<file path="src/rtl/vfd_scan_pkg.sv">
package vfd_scan_pkg;

  // Role taken by one shared output line in the current mode.
  typedef enum logic {
    LINE_SEG  = 1'b0,
    LINE_GRID = 1'b1
  } line_role_e;

  // Lit ticks per slot for a brightness level.
  function automatic int unsigned lit_ticks(input int unsigned level);
    return 2 * level + 1;
  endfunction

  // Clamp a requested digit count into the supported range.
  function automatic int unsigned fit_digits(input int unsigned req,
                                             input int unsigned lo,
                                             input int unsigned hi);
    if (req < lo) return lo;
    if (req > hi) return hi;
    return req;
  endfunction

endpackage

</file>
<file path="src/rtl/vfd_slot_timer.sv">
module vfd_slot_timer
  import vfd_scan_pkg::*;
#(
  parameter  int SLOT_TICKS = 16,
  parameter  int DIM_W      = 3,
  localparam int TICK_W     = $clog2(SLOT_TICKS)
) (
  input  logic              clk,
  input  logic              rst_n,
  input  logic              tick_en,
  input  logic [DIM_W-1:0]  dim_level,
  output logic [TICK_W-1:0] tick_q,
  output logic              slot_wrap,
  output logic              lit
);

  logic [DIM_W-1:0]  dim_q, dim_d;
  logic [TICK_W-1:0] tick_d;
  logic              slot_last;

  assign slot_last = (tick_q == TICK_W'(SLOT_TICKS - 1));
  assign slot_wrap = tick_en && slot_last;

  always_comb begin
    tick_d = tick_q;
    dim_d  = dim_q;
    if (tick_en) begin
      if (slot_last) begin
        tick_d = '0;
        dim_d  = dim_level;
      end else begin
        tick_d = tick_q + TICK_W'(1);
      end
    end
  end

  always_ff @(posedge clk or negedge rst_n) begin
    if (!rst_n) begin
      tick_q <= '0;
      dim_q  <= '0;
    end else begin
      tick_q <= tick_d;
      dim_q  <= dim_d;
    end
  end

  assign lit = (32'(tick_q) < lit_ticks(32'(dim_q)));

endmodule

</file>
<file path="src/rtl/vfd_digit_seq.sv">
module vfd_digit_seq
  import vfd_scan_pkg::*;
#(
  parameter  int NUM_WORDS = 12,
  parameter  int MIN_DIG   = 4,
  localparam int DIG_W     = $clog2(NUM_WORDS + 1)
) (
  input  logic             clk,
  input  logic             rst_n,
  input  logic             slot_wrap,
  input  logic [DIG_W-1:0] mode_req,
  output logic [DIG_W-1:0] digit_q,
  output logic [DIG_W-1:0] ndig_q,
  output logic             cycle_end
);

  logic [DIG_W-1:0] digit_d, ndig_d, req_fit;
  logic             cyc_d, last_digit;

  assign req_fit    = DIG_W'(fit_digits(32'(mode_req), MIN_DIG, NUM_WORDS));
  assign last_digit = (digit_q == ndig_q - DIG_W'(1));

  always_comb begin
    digit_d = digit_q;
    ndig_d  = ndig_q;
    cyc_d   = 1'b0;
    if (slot_wrap) begin
      if (last_digit) begin
        digit_d = '0;
        ndig_d  = req_fit;
        cyc_d   = 1'b1;
      end else begin
        digit_d = digit_q + DIG_W'(1);
      end
    end
  end

  always_ff @(posedge clk or negedge rst_n) begin
    if (!rst_n) begin
      digit_q   <= '0;
      ndig_q    <= DIG_W'(NUM_WORDS);
      cycle_end <= 1'b0;
    end else begin
      digit_q   <= digit_d;
      ndig_q    <= ndig_d;
      cycle_end <= cyc_d;
    end
  end

endmodule

</file>
<file path="src/rtl/vfd_disp_mem.sv">
module vfd_disp_mem #(
  parameter  int NUM_WORDS = 12,
  parameter  int SEG_W     = 24,
  localparam int ADDR_W    = $clog2(NUM_WORDS)
) (
  input  logic              clk,
  input  logic              rst_n,
  input  logic              wr_en,
  input  logic [ADDR_W-1:0] wr_addr,
  input  logic [SEG_W-1:0]  wr_data,
  input  logic [ADDR_W-1:0] rd_addr,
  output logic [SEG_W-1:0]  rd_data
);

  logic [SEG_W-1:0] words [NUM_WORDS];

  for (genvar w = 0; w < NUM_WORDS; w++) begin : g_word
    logic hit;
    assign hit = wr_en && (wr_addr == ADDR_W'(w));

    always_ff @(posedge clk or negedge rst_n) begin
      if (!rst_n) begin
        words[w] <= '0;
      end else if (hit) begin
        words[w] <= wr_data;
      end
    end
  end

  assign rd_data = words[rd_addr];

endmodule

</file>
<file path="src/rtl/vfd_pin_steer.sv">
module vfd_pin_steer
  import vfd_scan_pkg::*;
#(
  parameter  int NUM_WORDS = 12,
  parameter  int SEG_W     = 24,
  parameter  int FIX_SEG   = 16,
  parameter  int FIX_GRID  = 4,
  localparam int SHARED    = SEG_W - FIX_SEG,
  localparam int DIG_W     = $clog2(NUM_WORDS + 1)
) (
  input  logic                active,
  input  logic [DIG_W-1:0]    digit,
  input  logic [DIG_W-1:0]    ndig,
  input  logic [SEG_W-1:0]    word,
  output logic [FIX_SEG-1:0]  seg_fix,
  output logic [FIX_GRID-1:0] grid_fix,
  output logic [SHARED-1:0]   shared
);

  assign seg_fix = active ? word[FIX_SEG-1:0] : '0;

  for (genvar i = 0; i < FIX_GRID; i++) begin : g_fix_grid
    assign grid_fix[i] = active && (digit == DIG_W'(i));
  end

  // Shared line k doubles as segment FIX_SEG+k+1 or grid NUM_WORDS-k.
  for (genvar k = 0; k < SHARED; k++) begin : g_shared
    localparam int GIDX = NUM_WORDS - 1 - k;
    line_role_e role;
    assign role      = (DIG_W'(GIDX) < ndig) ? LINE_GRID : LINE_SEG;
    assign shared[k] = (role == LINE_GRID) ? (active && (digit == DIG_W'(GIDX)))
                                           : (active && word[FIX_SEG + k]);
  end

endmodule

</file>
<file path="src/rtl/vfd_grid_scanner.sv">
module vfd_grid_scanner
  import vfd_scan_pkg::*;
#(
  parameter  int NUM_WORDS  = 12,
  parameter  int SEG_W      = 24,
  parameter  int FIX_SEG    = 16,
  parameter  int FIX_GRID   = 4,
  parameter  int SLOT_TICKS = 16,
  parameter  int DIM_W      = 3,
  localparam int SHARED     = SEG_W - FIX_SEG,
  localparam int DIG_W      = $clog2(NUM_WORDS + 1),
  localparam int ADDR_W     = $clog2(NUM_WORDS),
  localparam int TICK_W     = $clog2(SLOT_TICKS)
) (
  input  logic                clk,
  input  logic                rst_n,
  input  logic                tick_en,
  input  logic                disp_on,
  input  logic [DIM_W-1:0]    dim_level,
  input  logic [DIG_W-1:0]    digit_mode,
  input  logic                wr_en,
  input  logic [ADDR_W-1:0]   wr_addr,
  input  logic [SEG_W-1:0]    wr_data,
  output logic [FIX_SEG-1:0]  seg_fix_o,
  output logic [FIX_GRID-1:0] grid_fix_o,
  output logic [SHARED-1:0]   shared_o,
  output logic                cycle_end_o
);

  logic [TICK_W-1:0] tick_q;
  logic [DIG_W-1:0]  digit_q, ndig_q;
  logic [SEG_W-1:0]  cur_word;
  logic              slot_wrap, lit, on_q, on_d, active;

  assign on_d = disp_on;

  always_ff @(posedge clk or negedge rst_n) begin
    if (!rst_n) on_q <= 1'b0;
    else        on_q <= on_d;
  end

  vfd_slot_timer #(
    .SLOT_TICKS (SLOT_TICKS),
    .DIM_W      (DIM_W)
  ) u_slot (
    .clk       (clk),
    .rst_n     (rst_n),
    .tick_en   (tick_en),
    .dim_level (dim_level),
    .tick_q    (tick_q),
    .slot_wrap (slot_wrap),
    .lit       (lit)
  );

  vfd_digit_seq #(
    .NUM_WORDS (NUM_WORDS),
    .MIN_DIG   (FIX_GRID)
  ) u_seq (
    .clk       (clk),
    .rst_n     (rst_n),
    .slot_wrap (slot_wrap),
    .mode_req  (digit_mode),
    .digit_q   (digit_q),
    .ndig_q    (ndig_q),
    .cycle_end (cycle_end_o)
  );

  vfd_disp_mem #(
    .NUM_WORDS (NUM_WORDS),
    .SEG_W     (SEG_W)
  ) u_mem (
    .clk     (clk),
    .rst_n   (rst_n),
    .wr_en   (wr_en),
    .wr_addr (wr_addr),
    .wr_data (wr_data),
    .rd_addr (digit_q[ADDR_W-1:0]),
    .rd_data (cur_word)
  );

  assign active = lit && on_q;

  vfd_pin_steer #(
    .NUM_WORDS (NUM_WORDS),
    .SEG_W     (SEG_W),
    .FIX_SEG   (FIX_SEG),
    .FIX_GRID  (FIX_GRID)
  ) u_steer (
    .active   (active),
    .digit    (digit_q),
    .ndig     (ndig_q),
    .word     (cur_word),
    .seg_fix  (seg_fix_o),
    .grid_fix (grid_fix_o),
    .shared   (shared_o)
  );

endmodule

</file>
<file path="config.mk">
export PLATFORM = sky130hd
export DESIGN_NAME = vfd_grid_scanner
export DESIGN_NICKNAME = d
export VERILOG_FILES = /design/src/rtl/vfd_scan_pkg.sv /design/src/rtl/vfd_slot_timer.sv /design/src/rtl/vfd_digit_seq.sv /design/src/rtl/vfd_disp_mem.sv /design/src/rtl/vfd_pin_steer.sv /design/src/rtl/vfd_grid_scanner.sv
export SDC_FILE = /design/constraint.sdc
export NUM_CORES = 1
export LEC_CHECK = 0
export CORE_ASPECT_RATIO = 1.1
export CORE_MARGIN = 8
export CORE_UTILIZATION = 60
export DETAILED_ROUTE_END_ITERATION = 8
export DONT_BUFFER_PORTS = 1
export MAX_ROUTING_LAYER = met4
export PLACE_DENSITY = 0.75
export REMOVE_ABC_BUFFERS = 1
export SLEW_MARGIN = 10
export SYNTH_ARGS = -nofsm -noshare
export SYNTH_HDL_FRONTEND = slang
export SYNTH_SLANG_ARGS = --single-unit
</file>
<file path="constraint.sdc">
create_clock -name clk -period 2.3 [get_ports clk]
set_clock_uncertainty 0.2 [all_clocks]
set_input_delay 0.23 -clock clk [delete_from_list [all_inputs] [get_ports clk]]
set_output_delay 0.23 -clock clk [all_outputs]
set_load 0.03 [all_outputs]
</file>
==> metrics.txt <==
# TYPE chip_impl_metric gauge
chip_impl_metric{name="timing.final.setup_violations",unit=""} 28
chip_impl_metric{name="critical_path.max_fanout",unit=""} 8
chip_impl_metric{name="slew_headroom",unit="%"} 69.06
chip_impl_metric{name="drtAntennaViolNets",unit=""} 0
chip_impl_metric{name="flow.area_growth_from_synthesis",unit="%"} 19.53
chip_impl_info{name="hold_path_class",value="in2async"} 1
chip_impl_metric{name="whs",unit="ns"} -0.8315
chip_impl_metric{name="placedInstanceArea",unit="µm²"} 15090
chip_impl_info{name="grt_setup_unrepaired",value="yes"} 1
chip_impl_metric{name="num_io_pins",unit=""} 69
chip_impl_metric{name="combinationalPowerShare",unit="%"} 31.5
chip_impl_metric{name="grtUsageMet3",unit="%"} 3.440
chip_impl_metric{name="yosys.cell_types.count",unit=""} 50
chip_impl_info{name="outcome",value="finished with violations"} 1
chip_impl_metric{name="synth_area",unit="µm²"} 14310
chip_impl_metric{name="grt_pass1_wl",unit="µm"} 54840
chip_impl_info{name="cp-end-kind",value="output pin"} 1
chip_impl_metric{name="layout.filler_cells",unit=""} 1519
chip_impl_metric{name="maxClockFrequency",unit="MHz"} 343.1
chip_impl_metric{name="synthesis.yosys.warnings",unit=""} 0
chip_impl_metric{name="gr-usage-met1",unit="%"} 32.66
chip_impl_metric{name="netlist_instances",unit=""} 978
chip_impl_metric{name="detail_route.iter0.violations",unit=""} 678
chip_impl_metric{name="worst-r2r-setup-slack",unit="ns"} 0.13
chip_impl_metric{name="first_global_vias",unit=""} 9393
chip_impl_metric{name="vias",unit=""} 8727
chip_impl_metric{name="power.static_leakage",unit="µW"} 0.007477
chip_impl_metric{name="finalSetupTns",unit="ns"} -15.06
chip_impl_metric{name="totalWireLength",unit="µm"} 34050
chip_impl_info{name="critical_path.cell_chain",value="buf_6, buf_12, mux4_2, mux2_2, a32oi_1, nor2_1, buf_4"} 1
chip_impl_metric{name="detail_route.drc_violations",unit=""} 0
chip_impl_metric{name="synth-seq-cells",unit=""} 305
chip_impl_metric{name="layout.core_utilization",unit="%"} 72.65
chip_impl_info{name="tritoncts",value="done"} 1
chip_impl_metric{name="port_buf_inserts",unit=""} 0
chip_impl_metric{name="fin_ws",unit="ns"} -0.6145
chip_impl_metric{name="netlist.area_leader.share",unit="%"} 52.97
chip_impl_metric{name="power.internal",unit="µW"} 13120
chip_impl_info{name="count_leader_synth",value="mux2_2"} 1
chip_impl_metric{name="r2r_cells",unit=""} 7
chip_impl_metric{name="final-max-slew-violation-count",unit=""} 0
chip_impl_info{name="synth.area.top_cells",value="dfrtp_1 (53%), mux2_2 (24%), mux4_2 (9.0%)"} 1
chip_impl_info{name="critical-path-top-delay-family",value="multiplexers"} 1
chip_impl_metric{name="finalWorstPathRequiredPeriod",unit="ns"} 2.915
chip_impl_metric{name="critPathMaxStageDelay",unit="ns"} 0.52
chip_impl_metric{name="max_cap_viol_count",unit=""} 0
chip_impl_metric{name="clk_path_buf_depth",unit=""} 3
chip_impl_metric{name="post-dp-hpwl",unit="µm"} 20700
chip_impl_info{name="cpMaxStageDelayCell",value="dfrtp_4"} 1
chip_impl_info{name="synth_top_area_cell",value="dfrtp_1"} 1
chip_impl_metric{name="ir_drop",unit="mV"} 0.7320
chip_impl_metric{name="clock-sinks",unit=""} 305
chip_impl_metric{name="worstMarginPinSlew",unit="ns"} 0.4626
chip_impl_metric{name="vias_per_cell",unit=""} 6.207
chip_impl_metric{name="critical_path.n_buffers_inverters",unit=""} 3
chip_impl_metric{name="synth-seq-area-share",unit="%"} 53.34
chip_impl_metric{name="starting_density_of_the_core",unit="%"} 60.78
chip_impl_metric{name="post_cts_hold_buffer_count",unit=""} 41
chip_impl_metric{name="worstPathArrival",unit="ns"} 2.48
chip_impl_metric{name="drt-pass1-iter-count",unit=""} 4
chip_impl_metric{name="post_route_cells_drive_above_1_share",unit="%"} 52.77
chip_impl_info{name="critical_path.reg2reg.startpoint",value="u_seq.digit_q[0]"} 1
chip_impl_metric{name="htree_levels",unit=""} 1
chip_impl_info{name="worst_r2r_endpoint",value="u_seq.ndig_q[3]"} 1
chip_impl_metric{name="number_of_enable_type_register_cells_in_the_synthesized_netlist",unit=""} 0
chip_impl_info{name="timing.critical_path.from_type",value="flop"} 1
chip_impl_metric{name="syn-mean-instance-area",unit="µm²"} 14.64
chip_impl_metric{name="met2_usage",unit="%"} 40.54
chip_impl_metric{name="share_of_total_power_in_the_clock_network",unit="%"} 28.2
chip_impl_metric{name="hold_viol",unit=""} 305
chip_impl_metric{name="insertion_delay",unit="ns"} 0.57
chip_impl_metric{name="layout.nets",unit=""} 1129
chip_impl_metric{name="global_route.usage.total",unit="%"} 24.91
chip_impl_metric{name="cellPowerDensity",unit="nW/µm²"} 1066
chip_impl_info{name="synth_top_cells_by_count",value="mux2_2 (305), dfrtp_1 (303), mux4_2 (57)"} 1
chip_impl_metric{name="fin_crit_sh",unit="%"} 126.7
chip_impl_info{name="synth-main-ff-cell",value="dfrtp_1"} 1
chip_impl_metric{name="maximum_number_of_pins_on_one_net_before_global_route_repair",unit=""} 306
chip_impl_metric{name="proportion_of_register_bits_with_asynchronous_set_or_reset_after_synthesis",unit="%"} 100.0
chip_impl_metric{name="gp_congestion",unit=""} 0.8495
chip_impl_metric{name="tritoncts_buffers",unit=""} 31
chip_impl_metric{name="die_width",unit="µm"} 163.3
chip_impl_info{name="grt_busiest_layer",value="met2"} 1
chip_impl_metric{name="swShare",unit="%"} 28.03
chip_impl_metric{name="antenna_found_initial",unit=""} 0
chip_impl_info{name="crit_type",value="reg2out"} 1
chip_impl_metric{name="detail_route.wl_per_cell",unit="µm"} 24.22
chip_impl_metric{name="grt.overflow.total",unit=""} 0
chip_impl_metric{name="finished_cell_area",unit="µm²"} 17110
chip_impl_metric{name="core_region_area",unit="µm²"} 23550
chip_impl_metric{name="sequentialPowerShare",unit="%"} 40.3
chip_impl_metric{name="worstPathRequired",unit="ns"} 1.87
chip_impl_info{name="cts_root_buffer",value="clkbuf_16"} 1
chip_impl_metric{name="die_y",unit="µm"} 178.0
chip_impl_metric{name="count_of_inserted_antenna_diode_cells",unit=""} 0
chip_impl_metric{name="p_sw",unit="µW"} 5110
chip_impl_info{name="violations",value="negative hold slack, negative setup slack"} 1
chip_impl_metric{name="die-area",unit="µm²"} 29060
chip_impl_metric{name="std_cell_rows",unit=""} 59
chip_impl_metric{name="worst_path_clk_slew",unit="ns"} 0.06
==> kinds of logic (layout without fill, tap and decap cells) <==
logic type | after synthesis | after routing | share of synthesized area, %
and+or+nand+nor | 105 | 105 | 3.750
muxes | 398 | 398 | 35.52
AOI/OAI and AO/OA | 60 | 60 | 2.920
xor gates and xnor gates | 8 | 8 | 0.6381
DFF | 305 | 305 | 53.34
adders and majority gates | 11 | 11 | 0.9615
buffers and inverters | 91 | 214 | 2.876
==> flip-flops by register name, summed over array words and instances, names as in the netlist <==
| signal | count |
|---|---|
| u_mem.words | 288 |
| u_seq.digit_q | 4 |
| u_seq.ndig_q | 4 |
| u_slot.tick_q | 4 |
| u_slot.dim_q | 3 |
| on_q | 1 |
| u_seq.cycle_end | 1 |
==> how the worst max path moves through the flow <==
stage | from | to | slack (ns) | cells after the start
global route | u_seq.digit_q[0] | seg_fix_o[6] | -0.69 | 7
detailed placement | u_seq.digit_q[0] | shared_o[1] | -0.07 | 6
global placement | u_seq.digit_q[0] | seg_fix_o[11] | -0.07 | 6
CTS | u_seq.digit_q[0] | shared_o[1] | -0.63 | 7
finish | u_seq.digit_q[0] | shared_o[2] | -0.61 | 7
floorplan | u_seq.digit_q[0] | grid_fix_o[3] | -2.12 | 2
==> power groups by stage <==
stage | registers (µW) | clock network (µW) | logic, µW
final | 7340 | 5140 | 5740
after global routing | 7500 | 5460 | 6140
after CTS | 7320 | 5240 | 5650
after detailed placement | 7410 | 0 | 4820
after global placement | 7330 | 0 | 4710
after floorplan | 7580 | 0 | 3390
==> metrics by stage <==
step / setup slack [ns] / total power [µW] / cells
finish: -0.6145 / 18230 / 1406
global route: -0.6877 / 19100 / 1406
CTS: -0.6316 / 18200 / 1401
detailed placement: -0.06815 / 12230 / 1289
global placement: -0.06894 / 12040 / 1289
floorplan: -2.122 / 10970 / 896
==> area by class of cell <==
class                   instances  area [µm²]  area share (%)
clock inverters                14       173.9           1.017
clock buffers                  42       867.1           5.068
multi-input cells             582        6574           38.42
flip-flops and latches        305        7644           44.68
inverters                       9       38.79          0.2267
repair buffers                149        1430           8.359
well taps                     305       381.6           2.231
==> repair_timing <==
| action | in CTS | in global routing |
|---|---|---|
| setup buffers | 14 | 6 |
| cloned | 1 | 0 |
| pin swaps | 14 | 15 |
| endpoints found under the setup margin | 28 | 32 |
| resized for setup | 62 | 24 |
| hold endpoints to repair | 609 | 305 |
==> routing by layer <==
metal  vias to the layer above  wire length [µm]
met5                         -                 0
met4                         0               698
met3                        47              1505
met2                       183             17050
met1                      4707             14800
li1                       3790                 -
==> layout by cell type, fill, tap and decap left out, drive strengths merged, types with 2 or more instances in the layout <==
cell type / n
nor3b: 2
nor2b: 7
nor2: 30
a221oi: 3
nor3: 4
nand4: 4
dfstp: 2
clkinv: 10
o211ai: 2
mux2: 309
clkbuf: 42
bufinv: 4
o21a: 2
ha: 11
xor2: 3
nand3: 12
nand2b: 7
nand2: 26
o21ai: 9
dfrtp: 303
nor4b: 4
xnor2: 4
a211oi: 3
mux2i: 32
a21oi: 5
mux4: 57
a31oi: 4
dlygate4sd3: 41
inv: 8
a32oi: 4
buf: 108
o22ai: 2
a22oi: 23
nand3b: 5
(Power assumes the default switching activity.)
